--- src/rtl/sdi_crc_pkg.sv ---
package sdi_crc_pkg;
    localparam int WORD_W   = 10;
    localparam int CRC_W    = 18;
    localparam int HALF_W   = CRC_W / 2;
    localparam logic [CRC_W-1:0] CRC_MASK = 18'h23000;
    localparam int N_LINKS  = 2;
    localparam int N_STREAM = 2;

    typedef enum logic [2:0] {
        ST_SCAN, ST_GOT1, ST_GOT2, ST_XYZ,
        ST_LN0,  ST_LN1,  ST_CR0,  ST_CR1
    } trs_state_t;

    typedef struct packed {
        logic cov;
        logic clr;
        logic cap;
        logic chk;
    } lane_act_t;

    function automatic logic [CRC_W-1:0] crc_step(input logic [CRC_W-1:0] c_in,
                                                   input logic [WORD_W-1:0] w);
        logic [CRC_W-1:0] c;
        logic fb;
        c = c_in;
        for (int i = 0; i < WORD_W; i++) begin
            fb = c[0] ^ w[i];
            c  = c >> 1;
            if (fb) c = c ^ CRC_MASK;
        end
        return c;
    endfunction
endpackage

--- src/rtl/sdi_trs_fsm.sv ---
module sdi_trs_fsm
    import sdi_crc_pkg::*;
(
    input  logic              clk,
    input  logic              rst,
    input  logic              step,
    input  logic [WORD_W-1:0] luma,
    output lane_act_t         act,
    output logic              primed,
    output logic              hblank,
    output logic              vblank,
    output logic              field
);
    localparam logic [WORD_W-1:0] W_ONES = '1;
    localparam logic [WORD_W-1:0] W_ZERO = '0;
    localparam int B_H = WORD_W - 4;
    localparam int B_V = WORD_W - 3;
    localparam int B_F = WORD_W - 2;

    trs_state_t state, nxt;
    logic in_active;

    always_ff @(posedge clk) begin
        if (rst) state <= ST_SCAN;
        else if (step) state <= nxt;
    end

    always_comb begin
        nxt = ST_SCAN;
        unique case (state)
            ST_SCAN: nxt = (luma == W_ONES) ? ST_GOT1 : ST_SCAN;
            ST_GOT1: nxt = (luma == W_ZERO) ? ST_GOT2 : ST_SCAN;
            ST_GOT2: nxt = (luma == W_ZERO) ? ST_XYZ  : ST_SCAN;
            ST_XYZ:  nxt = luma[B_H] ? ST_LN0 : ST_SCAN;
            ST_LN0:  nxt = ST_LN1;
            ST_LN1:  nxt = ST_CR0;
            ST_CR0:  nxt = ST_CR1;
            ST_CR1:  nxt = ST_SCAN;
            default: nxt = ST_SCAN;
        endcase
    end

    always_comb begin
        act.cov = in_active || (state == ST_LN0) || (state == ST_LN1);
        act.clr = (state == ST_XYZ) && !luma[B_H];
        act.cap = (state == ST_CR0);
        act.chk = (state == ST_CR1);
    end

    always_ff @(posedge clk) begin
        if (rst) begin
            in_active <= 1'b0;
            primed    <= 1'b0;
            hblank    <= 1'b0;
            vblank    <= 1'b0;
            field     <= 1'b0;
        end else if (step && state == ST_XYZ) begin
            hblank    <= luma[B_H];
            vblank    <= luma[B_V];
            field     <= luma[B_F];
            in_active <= !luma[B_H];
            if (!luma[B_H]) primed <= 1'b1;
        end
    end

    assert_eav_to_ln_R1: assert property (@(posedge clk) disable iff (rst)
        (step && state == ST_XYZ && luma[B_H]) |=> (state == ST_LN0));

    assert_primed_sticky_R7: assert property (@(posedge clk) disable iff (rst)
        primed |=> primed);

    assert_chk_in_hblank_R4: assert property (@(posedge clk) disable iff (rst)
        (step && act.chk) |-> hblank);
endmodule

--- config.mk ---
export PLATFORM = sky130hd
export DESIGN_NAME = sdi_trs_fsm
export DESIGN_NICKNAME = d
export VERILOG_FILES = /design/src/rtl/sdi_crc_pkg.sv /design/src/rtl/sdi_trs_fsm.sv
export SDC_FILE = /design/constraint.sdc
export NUM_CORES = 1
export LEC_CHECK = 0
export BUFFER_PORTS_ARGS = -buffer_cell sky130_fd_sc_hd__buf_2
export CAP_MARGIN = 15
export CELL_PAD_IN_SITES_DETAIL_PLACEMENT = 1
export CELL_PAD_IN_SITES_GLOBAL_PLACEMENT = 1
export CORE_UTILIZATION = 32
export CTS_BUF_LIST = sky130_fd_sc_hd__clkbuf_4
export CTS_CLUSTER_SIZE = 8
export DETAILED_ROUTE_END_ITERATION = 7
export GPL_ROUTABILITY_DRIVEN = 0
export PLACE_DENSITY_LB_ADDON = 0.1
export SETUP_SLACK_MARGIN = 0.2
export SLEW_MARGIN = 20
export SYNTH_ARGS = -nofsm -noshare
export SYNTH_HDL_FRONTEND = slang
export SYNTH_SLANG_ARGS = --single-unit
--- constraint.sdc ---
create_clock -name clk -period 1.8 [get_ports clk]
set_input_delay 0.45 -clock clk [delete_from_list [all_inputs] [get_ports clk]]
set_output_delay 0.45 -clock clk [all_outputs]
set_load 0.1 [all_outputs]
* Yosys cells after proc, flatten, opt, wreduce, memory -nomap -nowiden *
Index checks and enable logic that the tools add are counted.

word-level totals
  input bits = 13
  register bits = 8
  output and inout bits = 8

operators by class
  muxes and demuxes = 5
  reduce and logical (&&, ||, !) cells = 8
  bitwise gates (word level) = 1
  eq/ne operators = 8

operator list
  operator                count
  $pmux W3 S8             1
  $eq A3 B3 Y1 const B    4
  $eq A10 B10 Y1 const B  1
  $logic_not A10 Y1       1
  $eq A3 B2 Y1 const B    2
  $mux W2                 2
  $eq A3 B1 Y1 const B    1
  $logic_not A3 Y1        1
  $mux W3                 1
  $logic_and A1 B1 Y1     2
  $logic_or A1 B1 Y1      2
  $reduce_and A2 Y1       1
  $logic_not A1 Y1        1
  $mux W1                 1
  $not A1 Y1              1

* Logic depth before layout (Yosys ltp) *
  word-level depth = 3
  mapped depth = 4
  gate-level depth less buffers = 3

* Worst setup path after synthesis *
No wires, ideal clock.

  path type = input to output
  from = in luma[6]
  to = out act[2] (netlist bit)
  arrival = 2.513 ns
  data required time = 1.350 ns
  path slack = -1.163 ns
  stages = 1
  path buffers = 0
  cell sequence = nor3_1

between the ends
  word-level cells in the longest chain between the ends = 2

RTL lines
  item                 RTL line           RTL
  start: declaration   sdi_trs_fsm.sv:7   input logic [WORD_W-1:0] luma,
  $logic_not A1 Y1     --
  $logic_and A1 B1 Y1  sdi_trs_fsm.sv:45  act.clr = (state == ST_XYZ) && !luma[B_H];
  end: declaration     sdi_trs_fsm.sv:8   output lane_act_t act,

No other way between the ends.

==> metrics.txt <==
Hold Path Depth 2; Worst R2R Path Depth 4; final wirelength 1230 µm; wl on met1 524 µm; die area 1500 µm²; clk buf depth 2; drt wl/cell 13.5 µm; power per cell area 545 nW/µm²; Core Area 1190 µm²; Cells after Synth 50; Avg Cell Area, Syn 8.66 µm²; Vias/cell 5.29; met2 wire length 634 µm; port bufs 20; Tmin final 1.62 ns; Final ANT Viol Nets 0; crit-path max FO 7; Remaining DRCs 0; Mapped Area 433 µm²; max-cap violations 0; Fmax 0.619 GHz; DRT Pass-1 Iters 3; #FFs+latches synth 8; Antenna Cells 0; final worst-path cycle share 0.898; Root Driver clkbuf_4; effective utilization at floorplan 0.365; sequential fraction of the synthesis area 0.370; Post-DP HPWL 886 µm; final setup violation count 0; DR vias 481; Pleak 0.000293 µW; clk sinks 8; top-level port count 21; largest net degree at the start of global routing 10; antenna violations before repair 0; first-pass GRT wire length 2020 µm; crit end category primary output; Top Layer Used met4; status completed; Die H 38.8 µm; syn_nets 63; Worst EP required 1.35 ns; critical path class flop to primary output; Die W 38.8 µm; met3 wire len 62 µm; FF-to-FF End state[0]$_SDFFE_PP0P_; clock buffer count from CTS 3; Rows 12; total gr overflow 0; CTS tree yes; synth-to-layout area growth 59.8%; r2r setup slk 0.31 ns; TNS Setup 0 ns; final hold slack 0.452 ns; clock latency on the worst-skew pair 0.26 ns; clock slew at reported path FFs 0.06 ns; slew margin rel. 0.674; Hold Crit Class primary input to flop; pin slew with the least headroom to its limit 0.492 ns; critical path arrival 1.17 ns; unrepaired setup endpoints after global routing true; library cells used by synthesis 28; CP startpoint kind flop; Synthesis Warnings 0; Nets 91; reg2reg start state[1]$_SDFFE_PP0P_; Iter 0 DRT Violations 2; clock skew 0.00392 ns; WHS Endpoint state[2]$_SDFFE_PP0P_; Hold Vio Cnt, Final 0; max-slew violation total from the final report 0; Worst VDD drop 0.412 mV; Worst Min Path Start rst; layout cells sized above 1 0.545; H-tree lvl count 1; total track usage 0.210; vias in the first global route 470
critical path: stages, from the launching register on:
cell and delay [ns]:
dfxtp_4 0.36, and2b_2 0.22, and2_4 0.17, buf_12 0.16
sequential cells by signal, summed over array words and instances, names as in the netlist:
signal / cells
vblank: 1
state: 3
hblank: 1
in_active: 1
field: 1
primed: 1
metal layers:
layer	vias to the layer above	GRT usage
met1	218	0.227
met2	20	0.342
met5	-	0
met3	2	0.0578
li1	241	-
met4	0	0.155
final cells by class:
type                       count  area, µm²
clock buffer                   4       30.0
fill                         145        494
inverter                       2       7.51
multi-input combinational     38        270
sequential                     8        169
tap                           14       17.5
timing repair buffer          25        198
cells in the final DEF, fill, tap and decap left out, types with 2 or more instances in the layout:
cell type and instances:
mux2i_1 2, buf_4 5, clkbuf_4 4, inv_1 2
buf_12 4, buf_2 16, nor3_1 2, a21oi_1 3
nor4_1 2, nand3_1 2, nand4_1 2, dfxtp_4 2
dfxtp_1 5, nand2_1 2, nor2_1 5
synthesized netlist by cell type:
cell | instances | area share
nor2b_1 | 1 | 0.014
buf_2 | 1 | 0.012
a21o_2 | 1 | 0.020
and2_2 | 1 | 0.017
dfxtp_1 | 8 | 0.37
nand4_1 | 2 | 0.029
and4b_2 | 1 | 0.026
or4_4 | 1 | 0.026
a211oi_1 | 1 | 0.017
and3_2 | 1 | 0.017
nor2_1 | 5 | 0.043
a311oi_1 | 1 | 0.020
or2_0 | 1 | 0.014
nand4b_1 | 1 | 0.020
clkbuf_2 | 1 | 0.012
nor4_1 | 2 | 0.029
inv_1 | 2 | 0.017
o21bai_1 | 1 | 0.017
a21oi_1 | 3 | 0.035
and2b_2 | 1 | 0.020
nor3_1 | 3 | 0.035
nand2b_1 | 1 | 0.014
nand3_1 | 2 | 0.023
nand2_1 | 3 | 0.026
a41oi_2 | 1 | 0.038
mux2i_1 | 2 | 0.046
or2b_2 | 1 | 0.020
and3b_1 | 1 | 0.020
kinds of logic after synthesis:
kind of cell | Yosys count | synth area share
and+or+nand+nor | 28 | 0.396
AOI/OAI and AO/OA | 8 | 0.147
DFF | 8 | 0.370
buffers and inverters | 4 | 0.0404
muxes | 2 | 0.0462
where the power goes:
part           switching, µW  internal, µW  leakage (µW)
Clock                   63.9           100     0.0000184
Sequential             0.734           176     0.0000666
Combinational           19.6          16.8      0.000208
timing repair:
item                                   4_1_cts  5_1_grt
endpoints found under the hold margin        0        0
gates resized for setup                      1        1
pin swaps                                    0        1
hold buffers                                 0        0
buffers inserted                             2        3
setup endpoints to repair                    3        2
cloned                                       0        0
worst max path at each step:
stage / end / startpoint / depth (start not counted) / slack (ns)
3_5_place_dp: state[0]$_SDFFE_PP0P_ / luma[6] / 4 / 0.24
2_1_floorplan: act[2] / state[1]$_SDFFE_PP0P_ / 2 / 0.14
3_3_place_gp: state[0]$_SDFFE_PP0P_ / luma[6] / 4 / 0.30
6_report: act[1] / state[1]$_SDFFE_PP0P_ / 3 / 0.18
5_1_grt: act[1] / state[1]$_SDFFE_PP0P_ / 3 / 0.15
4_1_cts: act[1] / state[1]$_SDFFE_PP0P_ / 3 / 0.12
through the flow:
| step | instances | total power [µW] | cell area (µm²) | utilization | worst slack, ns |
|---|---|---|---|---|---|
| floorplan | 50 | 192 | 454 | - | 0.145 |
| global route | 91 | 398 | 692 | 0.583 | 0.149 |
| finish | 91 | 377 | 692 | 0.583 | 0.184 |
| CTS | 88 | 381 | 668 | 0.563 | 0.124 |
| global placement | 82 | 213 | 622 | 0.524 | 0.299 |
| detailed placement | 82 | 214 | 622 | 0.524 | 0.243 |
No activity file was read; power rests on OpenSTA's default activity.
